**config.mk**
```make
export PLATFORM = sky130hd
export DESIGN_NAME = opc_decode
export DESIGN_NICKNAME = d
export VERILOG_FILES = /design/src/rtl/opc_pkg.sv /design/src/rtl/opc_group_dec.sv /design/src/rtl/opc_class_dec.sv /design/src/rtl/opc_len_dec.sv /design/src/rtl/opc_decode.sv
export SDC_FILE = /design/constraint.sdc
export NUM_CORES = 1
export LEC_CHECK = 0
export ABC_AREA = 1
export BUFFER_PORTS_ARGS = -buffer_cell sky130_fd_sc_hd__buf_2
export CAP_MARGIN = 20
export CORE_AREA = 2 2 39 41
export DETAILED_ROUTE_END_ITERATION = 6
export DIE_AREA = 0 0 41 43
export PLACE_DENSITY = 0.59
export SYNTH_ARGS = -nofsm -noshare
export SYNTH_HDL_FRONTEND = slang
export SYNTH_SLANG_ARGS = --single-unit
```
**constraint.sdc**
```tcl
create_clock -name vclk -period 1.06
set_input_delay 0.106 -clock vclk [all_inputs]
set_output_delay 0.106 -clock vclk [all_outputs]
set_load 0.01 [all_outputs]
```
**src/rtl/opc_pkg.sv**
```systemverilog
package opc_pkg;
  localparam int OPC_W = 8;
  localparam int FLD_W = 3;
  localparam logic [FLD_W-1:0] MEM_CODE = 3'b110;

  localparam int CL_MOV_RR = 0;
  localparam int CL_MOV_RM = 1;
  localparam int CL_MOV_MR = 2;
  localparam int CL_MVI_R  = 3;
  localparam int CL_MVI_M  = 4;
  localparam int CL_ALU_R  = 5;
  localparam int CL_ALU_M  = 6;
  localparam int CL_ALU_I  = 7;
  localparam int CL_LDA    = 8;
  localparam int CL_STA    = 9;
  localparam int CL_INX    = 10;
  localparam int CL_DCX    = 11;
  localparam int CL_HLT    = 12;
  localparam int CL_N      = 13;

  localparam logic [OPC_W-1:0] OP_HLT = 8'h76;
  localparam logic [OPC_W-1:0] OP_LDA = 8'h3A;
  localparam logic [OPC_W-1:0] OP_STA = 8'h32;
  localparam logic [OPC_W-1:0] OP_INX = 8'h23;
  localparam logic [OPC_W-1:0] OP_DCX = 8'h2B;

  typedef struct packed {
    logic mov_grp;
    logic alu_grp;
    logic imm_grp;
    logic mvi_grp;
    logic src_mem;
    logic dst_mem;
    logic hlt;
    logic lda;
    logic sta;
    logic inx;
    logic dcx;
  } grp_t;
endpackage

```
**src/rtl/opc_group_dec.sv**
```systemverilog
module opc_group_dec
  import opc_pkg::*;
#(
  parameter int W = OPC_W
) (
  input  logic [W-1:0] opcode_i,
  output grp_t         grp_o
);
  localparam int PFX_LO = W - 2;

  logic [1:0]       pfx;
  logic [FLD_W-1:0] dst;
  logic [FLD_W-1:0] src;

  assign pfx = opcode_i[W-1:PFX_LO];
  assign dst = opcode_i[2*FLD_W-1:FLD_W];
  assign src = opcode_i[FLD_W-1:0];

  always_comb begin
    grp_o         = '0;
    grp_o.hlt     = (opcode_i == OP_HLT);
    grp_o.lda     = (opcode_i == OP_LDA);
    grp_o.sta     = (opcode_i == OP_STA);
    grp_o.inx     = (opcode_i == OP_INX);
    grp_o.dcx     = (opcode_i == OP_DCX);
    grp_o.src_mem = (src == MEM_CODE);
    grp_o.dst_mem = (dst == MEM_CODE);
    grp_o.mov_grp = (pfx == 2'b01) && !grp_o.hlt;
    grp_o.alu_grp = (pfx == 2'b10);
    grp_o.imm_grp = (pfx == 2'b11) && grp_o.src_mem;
    grp_o.mvi_grp = (pfx == 2'b00) && grp_o.src_mem;
  end
endmodule

```
**src/rtl/opc_class_dec.sv**
```systemverilog
module opc_class_dec
  import opc_pkg::*;
#(
  parameter int N = CL_N
) (
  input  grp_t         grp_i,
  output logic [N-1:0] class_o
);
  always_comb begin
    class_o = '0;
    if (grp_i.hlt) class_o[CL_HLT] = 1'b1;
    else if (grp_i.mov_grp) begin
      // source code wins over destination code
      if (grp_i.src_mem)      class_o[CL_MOV_RM] = 1'b1;
      else if (grp_i.dst_mem) class_o[CL_MOV_MR] = 1'b1;
      else                    class_o[CL_MOV_RR] = 1'b1;
    end
    else if (grp_i.alu_grp) begin
      if (grp_i.src_mem) class_o[CL_ALU_M] = 1'b1;
      else               class_o[CL_ALU_R] = 1'b1;
    end
    else if (grp_i.imm_grp) class_o[CL_ALU_I] = 1'b1;
    else if (grp_i.mvi_grp) begin
      if (grp_i.dst_mem) class_o[CL_MVI_M] = 1'b1;
      else               class_o[CL_MVI_R] = 1'b1;
    end
    else if (grp_i.lda) class_o[CL_LDA] = 1'b1;
    else if (grp_i.sta) class_o[CL_STA] = 1'b1;
    else if (grp_i.inx) class_o[CL_INX] = 1'b1;
    else if (grp_i.dcx) class_o[CL_DCX] = 1'b1;
  end
endmodule

```
**src/rtl/opc_len_dec.sv**
```systemverilog
module opc_len_dec
  import opc_pkg::*;
#(
  parameter int N = CL_N
) (
  input  logic [N-1:0] class_i,
  output logic         fetch2_o,
  output logic         fetch3_o,
  output logic         exec2_o,
  output logic         mem_src_o,
  output logic         mem_dst_o
);
  assign fetch2_o  = class_i[CL_MVI_R] | class_i[CL_MVI_M] | class_i[CL_ALU_I];
  assign fetch3_o  = class_i[CL_LDA] | class_i[CL_STA];
  assign exec2_o   = class_i[CL_ALU_R] | class_i[CL_ALU_M] | class_i[CL_ALU_I]
                   | class_i[CL_INX] | class_i[CL_DCX];
  assign mem_src_o = class_i[CL_MOV_RM] | class_i[CL_ALU_M];
  assign mem_dst_o = class_i[CL_MOV_MR] | class_i[CL_MVI_M];
endmodule

```
**src/rtl/opc_decode.sv**
```systemverilog
module opc_decode
  import opc_pkg::*;
#(
  parameter int W = OPC_W,
  parameter int N = CL_N
) (
  input  logic [W-1:0]     opcode_i,
  output logic [N-1:0]     class_o,
  output logic [FLD_W-1:0] dst_sel_o,
  output logic [FLD_W-1:0] src_sel_o,
  output logic [FLD_W-1:0] alu_fn_o,
  output logic             mem_src_o,
  output logic             mem_dst_o,
  output logic             fetch2_o,
  output logic             fetch3_o,
  output logic             exec2_o
);
  localparam int DST_LO = FLD_W;
  localparam int DST_HI = 2*FLD_W - 1;

  grp_t grp;

  opc_group_dec #(.W(W)) u_grp (
    .opcode_i (opcode_i),
    .grp_o    (grp)
  );

  opc_class_dec #(.N(N)) u_cls (
    .grp_i   (grp),
    .class_o (class_o)
  );

  opc_len_dec #(.N(N)) u_len (
    .class_i   (class_o),
    .fetch2_o  (fetch2_o),
    .fetch3_o  (fetch3_o),
    .exec2_o   (exec2_o),
    .mem_src_o (mem_src_o),
    .mem_dst_o (mem_dst_o)
  );

  // fields go to register array and ALU unchanged
  assign dst_sel_o = opcode_i[DST_HI:DST_LO];
  assign src_sel_o = opcode_i[FLD_W-1:0];
  assign alu_fn_o  = opcode_i[DST_HI:DST_LO];
endmodule

```
==> impl_results.md, run 1 <==
- Yosys Warn Count: 0
- Slowest cell on crit path: nor2_2
- Hold Buf Count CTS: 0
- Max Clock Freq: 1030 MHz
- Clock buffers: 0
- Pin count of the biggest net entering global routing: 7
- Drt pass-1 iters: 2
- Hold Path Stages: 2
- DRT iter0 DRCs: 3
- Cells after Synth: 70
- Tcrit/Tclk final: 91.2%
- Grt total ovfl: 0
- Min Tclk post-route: 0.966 ns
- Layout area overhead: 36.2%
- Chip height: 43 um
- Post-route cell area: 480 sq um
- # diodes: 0
- Tot Pwr: 0.000140 W
- First-pass GRT wire length: 1400 um
- Max FO, Critical Path: 5
- Final Wtd Congestion: 0.732
- Fin. Hold Viols: 0
- Lkg Pwr: 0.342 nW
- Critical Path RT: 0.95 ns
- CP Class: in -> out
- Via/cell ratio: 4.11
- Final Max Slew Viols: 0
- Vias in the first global route: 357
- Dpl ws: 0.0888 ns
- HP Class: in -> out
- Post-synthesis cell area: 353 sq um
- Area of the die: 1760 sq um
- Seq cells: 0
- Peak supply drop: 0.0752 mV
- Post-DRT Antenna Nets: 0
- Via count: 460
- Crit-path most repeated cell: buf_2
- CP max stage delay: 0.19 ns
- Share of cells above drive strength 1: 49.0%
- Worst hold start: opcode_i[5]
- Status: complete, no violations
- Placed Area: 480 sq um
- CP cell instances: buf_2, nor2_2, inv_2, nor2_4, nand2_1, nand3_2, buf_2
- Resize count post-CTS: 0
- Initial antenna violation count: 0
- IO Port Bufs: 35
- GRT Total Usage: 10.6%
- Setup TNS: 0 ns
- Critical path endpoint category: output port
- Ports: 35
- Final setup vio count: 0
- RSZ-0062 raised after global routing: no
- Residual DRC: 0
- Row count: 14
- Least-Margin Pin Slew: 0.190 ns
- Average routed wire per standard cell: 7.58 um
- Fillers: 169
- Pwr dens: 291 nW/um^2
- Core area: 1380 sq um
- Max-cap violations: 0
- Syn nets: 78
- Setup slack after layout: 0.0937 ns
- Total wire length: 849 um
- Register area: 0 sq um
- WHS Endpoint: alu_fn_o[2]
- Slew headroom: 87.3%
- Die span in x: 41 um
- Setup crit start kind: input pin
- Post-detail-place hpwl: 769 um
- Syn avg cell area: 5.04 sq um
- Nets: 106
- Post-CTS Setup Inserts: 0
- Area of the multi-input gates: 225 sq um
- Initial core utilization: 25.5%
- Synth unique cells: 14
- Crit path DAT: 0.86 ns
- Seq/Total Area, Yosys: 0%
layout make-up:
cell class / count / share of cell area (%)
inverter: 16 / 12.5
multi-input combinational: 45 / 46.9
tap: 16 / 4.17
timing repair buffer: 35 / 36.5
cell usage in the layout (no fill, tap or decap), types with 2 or more instances in the layout:
master	n
nand2_1	14
o21ai_2	2
nand2_2	3
nor2_4	2
nor2_1	13
buf_2	35
a21oi_1	2
inv_1	15
nor2_2	3
nand3_1	3
how the worst max path moves through the flow:
stage | startpoint | end | slack (ns) | cells past startpoint
global placement | opcode_i[7] | exec2_o | 0.08 | 7
global route | opcode_i[7] | exec2_o | 0.02 | 7
CTS | opcode_i[7] | exec2_o | 0.09 | 7
floorplan | opcode_i[7] | class_o[3] | 0.31 | 3
finish | opcode_i[7] | exec2_o | 0.09 | 7
detailed placement | opcode_i[7] | exec2_o | 0.09 | 7
power breakdown:
part | switching, W | leakage [nW] | total [W] | internal [W]
Clock | 0 | 0 | 0 | 0
Combinational | 0.0000886 | 0.342 | 0.000140 | 0.0000511
Sequential | 0 | 0 | 0 | 0
Yosys cell counts:
cell | instances | area share, %
a21oi_1 | 2 | 2.8
buf_4 | 9 | 19
inv_1 | 15 | 16
inv_2 | 1 | 1.1
nand2_1 | 14 | 15
nand2_2 | 3 | 5.3
nand3_1 | 3 | 4.3
nand3_2 | 1 | 2.8
nand4_1 | 1 | 1.8
nor2_1 | 13 | 14
nor2_2 | 3 | 5.3
nor2_4 | 2 | 6.4
nor3_1 | 1 | 1.4
o21ai_2 | 2 | 5.0
through the flow:
step                util, %  std cells  hold WS, ns
floorplan                 -         70        0.304
global placement       34.7        112        0.435
detailed placement     34.7        112        0.438
CTS                    34.7        112        0.437
global route           34.7        112        0.460
finish                 34.7        112        0.438
layer usage:
layer  vias up  routed length, um  GRT usage, %
li1        250                  -             -
met1       190                358          12.3
met2        20                406          20.6
met3         0                 84         0.524
met4         0                  0             0
met5         -                  0             0
logic make-up (layout without fill, tap and decap cells):
logic type | Yosys count | in the layout | share of synthesized area [%]
buffers and inverters | 25 | 51 | 36.2
AND/OR/NAND/NOR | 41 | 41 | 56.0
AO/OA/AOI/OAI | 4 | 4 | 7.80
worst max-delay path: cells and delay by family:
family | cells | cell delay (ns)
buffers and inverters | 3 | 0.33
AND/OR/NAND/NOR | 4 | 0.41
Power figures use the tool's default switching activity.
==> run 2: changes to the inputs <==
Settings changed: ABC_AREA 1 to not set, PLACE_DENSITY 0.59 to 0.53.
==> impl_results.md, run 2 <==
- Setup TNS: -0.667 ns (-0.667 ns)
- Row count: 14 (unchanged)
- Seq cells: 0 (unchanged)
- Area of the die: 1760 sq um (unchanged)
- Chip height: 43 um (unchanged)
- Vias in the first global route: 316 (-11%)
- Fin. Hold Viols: 0 (unchanged)
- IO Port Bufs: 35 (unchanged)
- Tcrit/Tclk final: 111% (+20 points)
- Top cell type's share of synthesized area: 24.9% (+5.7 points)
- Clock buffers: 0 (unchanged)
- Layout area overhead: 133%
- Leading cell types in the layout, fill and taps excluded: buf_2 (28), buf_6 (10), buf_4 (10), nand3b_1 (3), nor3_1 (3)
- Post-DRT Antenna Nets: 0 (unchanged)
- Hold Buf Count CTS: 0 (unchanged)
- Combinational share of power: 100.0% (about the same)
- Max FO, Critical Path: 4 (-1)
- Max-cap violations: 0 (unchanged)
- Residual DRC: 0 (unchanged)
- Commonest non-fill, non-tap cell in the layout: buf_2
- Grt total ovfl: 0 (unchanged)
- Failing checks: setup timing
- Synth unique cells: 18 (+4)
- Share of cells above drive strength 1: 80.2% (+31 points)
- Initial core utilization: 19.6% (-5.9 points)
- Clock power frac: 0% (unchanged)
- Via/cell ratio: 4.62 (+12%)
- Via count: 448 (-2.6%)
- Synth area leaders: buf_4 (25%), nor3_1 (9.2%), nor4_1 (9.2%), nand3b_1 (8.3%), nand2b_1 (6.9%)
- Syn avg cell area: 6.17 sq um (+22%)
- Post-detail-place hpwl: 784 um (+2.0%)
- Drt pass-1 iters: 4 (+2)
- Setup slack after layout: -0.114 ns (-0.207 ns)
- Slew headroom: 79.5% (-7.8 points)
- Core area: 1380 sq um (unchanged)
- Final Wtd Congestion: 0.654 (-11%)
- Cells after Synth: 44 (-37%)
- Peak supply drop: 0.130 mV (+73%)
- Sw frac: 49.7% (-14 points)
- GRT Total Usage: 9.79% (-0.80 points)
- Final setup vio count: 11 (+11)
- First-pass GRT wire length: 1300 um (-7.4%)
- Max Clock Freq: 852 MHz (-18%)
- Post-synthesis cell area: 272 sq um (-23%)
- Seq/Total Area, Yosys: 0% (unchanged)
- Sw power: 0.0000983 W (+11%)
- Post-synth top cells: buf_4 (9), nor2_1 (5), nor3_1 (5)
- Design internal power: 0.0000997 W (+95%)
- Ports: 35 (unchanged)
- Tot Pwr: 0.000198 W (+42%)
- DP Cell Count: 94 (-16%)
- Critical Path RT: 0.95 ns (about the same)
- Crit path DAT: 1.07 ns (+0.21 ns)
- Average routed wire per standard cell: 11.5 um (+52%)
- Min Tclk post-route: 1.17 ns (+0.207 ns)
- Critical path endpoint category: output port
- Count leader, synth: buf_4
- HP Class: in -> out
- Lkg Pwr: 0.334 nW (-2.3%)
- CP Capture Point: mem_dst_o
- Total wire length: 1110 um (+31%)
- Pwr dens: 313 nW/um^2 (+7.7%)
- # diodes: 0 (unchanged)
- Nets: 91 (-14%)
- Least-Margin Pin Slew: 0.307 ns (+0.116 ns)
- Syn nets: 52 (-33%)
- Worst Setup SP: opcode_i[2]
- Reg power frac: 0% (unchanged)
- Pin count of the biggest net entering global routing: 7 (unchanged)
- Status: complete, but fails checks
- Final Max Slew Viols: 0 (unchanged)
- Setup crit start kind: input pin
- CP Class: in -> out
- Synth area leader: buf_4
- Die span in x: 41 um (unchanged)
- Yosys Warn Count: 0 (unchanged)
- DRT iter0 DRCs: 3 (unchanged)
- RSZ-0062 raised after global routing: yes
- Register area: 0 sq um (unchanged)
- Final std cells w/o fill: 97 (-13%)
- Initial antenna violation count: 0 (unchanged)
## run 2: worst min path at each step
| stage | slack [ns] | cells after the start | endpoint | startpoint |
|---|---|---|---|---|
| finish | 0.40 | 2 | src_sel_o[0] | opcode_i[0] |
| global placement | 0.44 | 2 | src_sel_o[0] | opcode_i[0] |
| global route | 0.41 | 2 | src_sel_o[0] | opcode_i[0] |
| detailed placement | 0.44 | 2 | src_sel_o[0] | opcode_i[0] |
| floorplan | 0.26 | 1 | class_o[3] | opcode_i[7] |
| CTS | 0.44 | 2 | src_sel_o[0] | opcode_i[0] |
## run 2: final cells by class
| cell class | count | area, sq um |
|---|---|---|
| multi-input cells | 31 | 277 |
| inverters | 2 | 7.51 |
| fillers | 153 | 752 |
| repair buffers | 48 | 328 |
| well taps | 16 | 20.0 |
## run 2: logic make-up (layout without fill, tap and decap cells)
family	Yosys count	count (layout)	share of synthesized area [%]
AND/OR/NAND/NOR	28	28	61.3
buffers and inverters	13	50	30.9
AO/OA/AOI/OAI	2	2	4.61
XOR/XNOR	1	1	3.23
## run 2: repair_timing
action | CTS | global route
gates resized for setup | 2 | 26
pin swaps | 1 | 5
buffers inserted | 1 | 2
endpoints found under the setup margin | 6 | 14
## run 2: critical path: stages
cell	delay, ns
buf_6	0.09
buf_4	0.13
and3b_2	0.23
xnor2_2	0.15
nor3_2	0.20
buf_2	0.16
## run 2: metal layers
metal,part of all wire [%],GRT usage [%]
met4,0,0
met5,0,0
met2,54,17.2
met3,10,0
met1,36,13.6
## run 2: power groups by stage
stage / Combinational [W] / Clock, W / Sequential (W)
2_1_floorplan: 0.0000851 / 0 / 0
3_3_place_gp: 0.000148 / 0 / 0
3_5_place_dp: 0.000149 / 0 / 0
4_1_cts: 0.000155 / 0 / 0
5_1_grt: 0.000216 / 0 / 0
6_report: 0.000198 / 0 / 0
## run 2: per-stage QoR
step                hold slack [ns]  utilization (%)  setup WS [ns]  cell area (sq um)
floorplan                     0.263                -        -0.0454                272
global placement              0.438             33.6         -0.112                465
detailed placement            0.435             33.6         -0.169                465
CTS                           0.435             35.0         -0.108                484
global route                  0.414             45.7         -0.155                632
finish                        0.399             45.7         -0.114                632
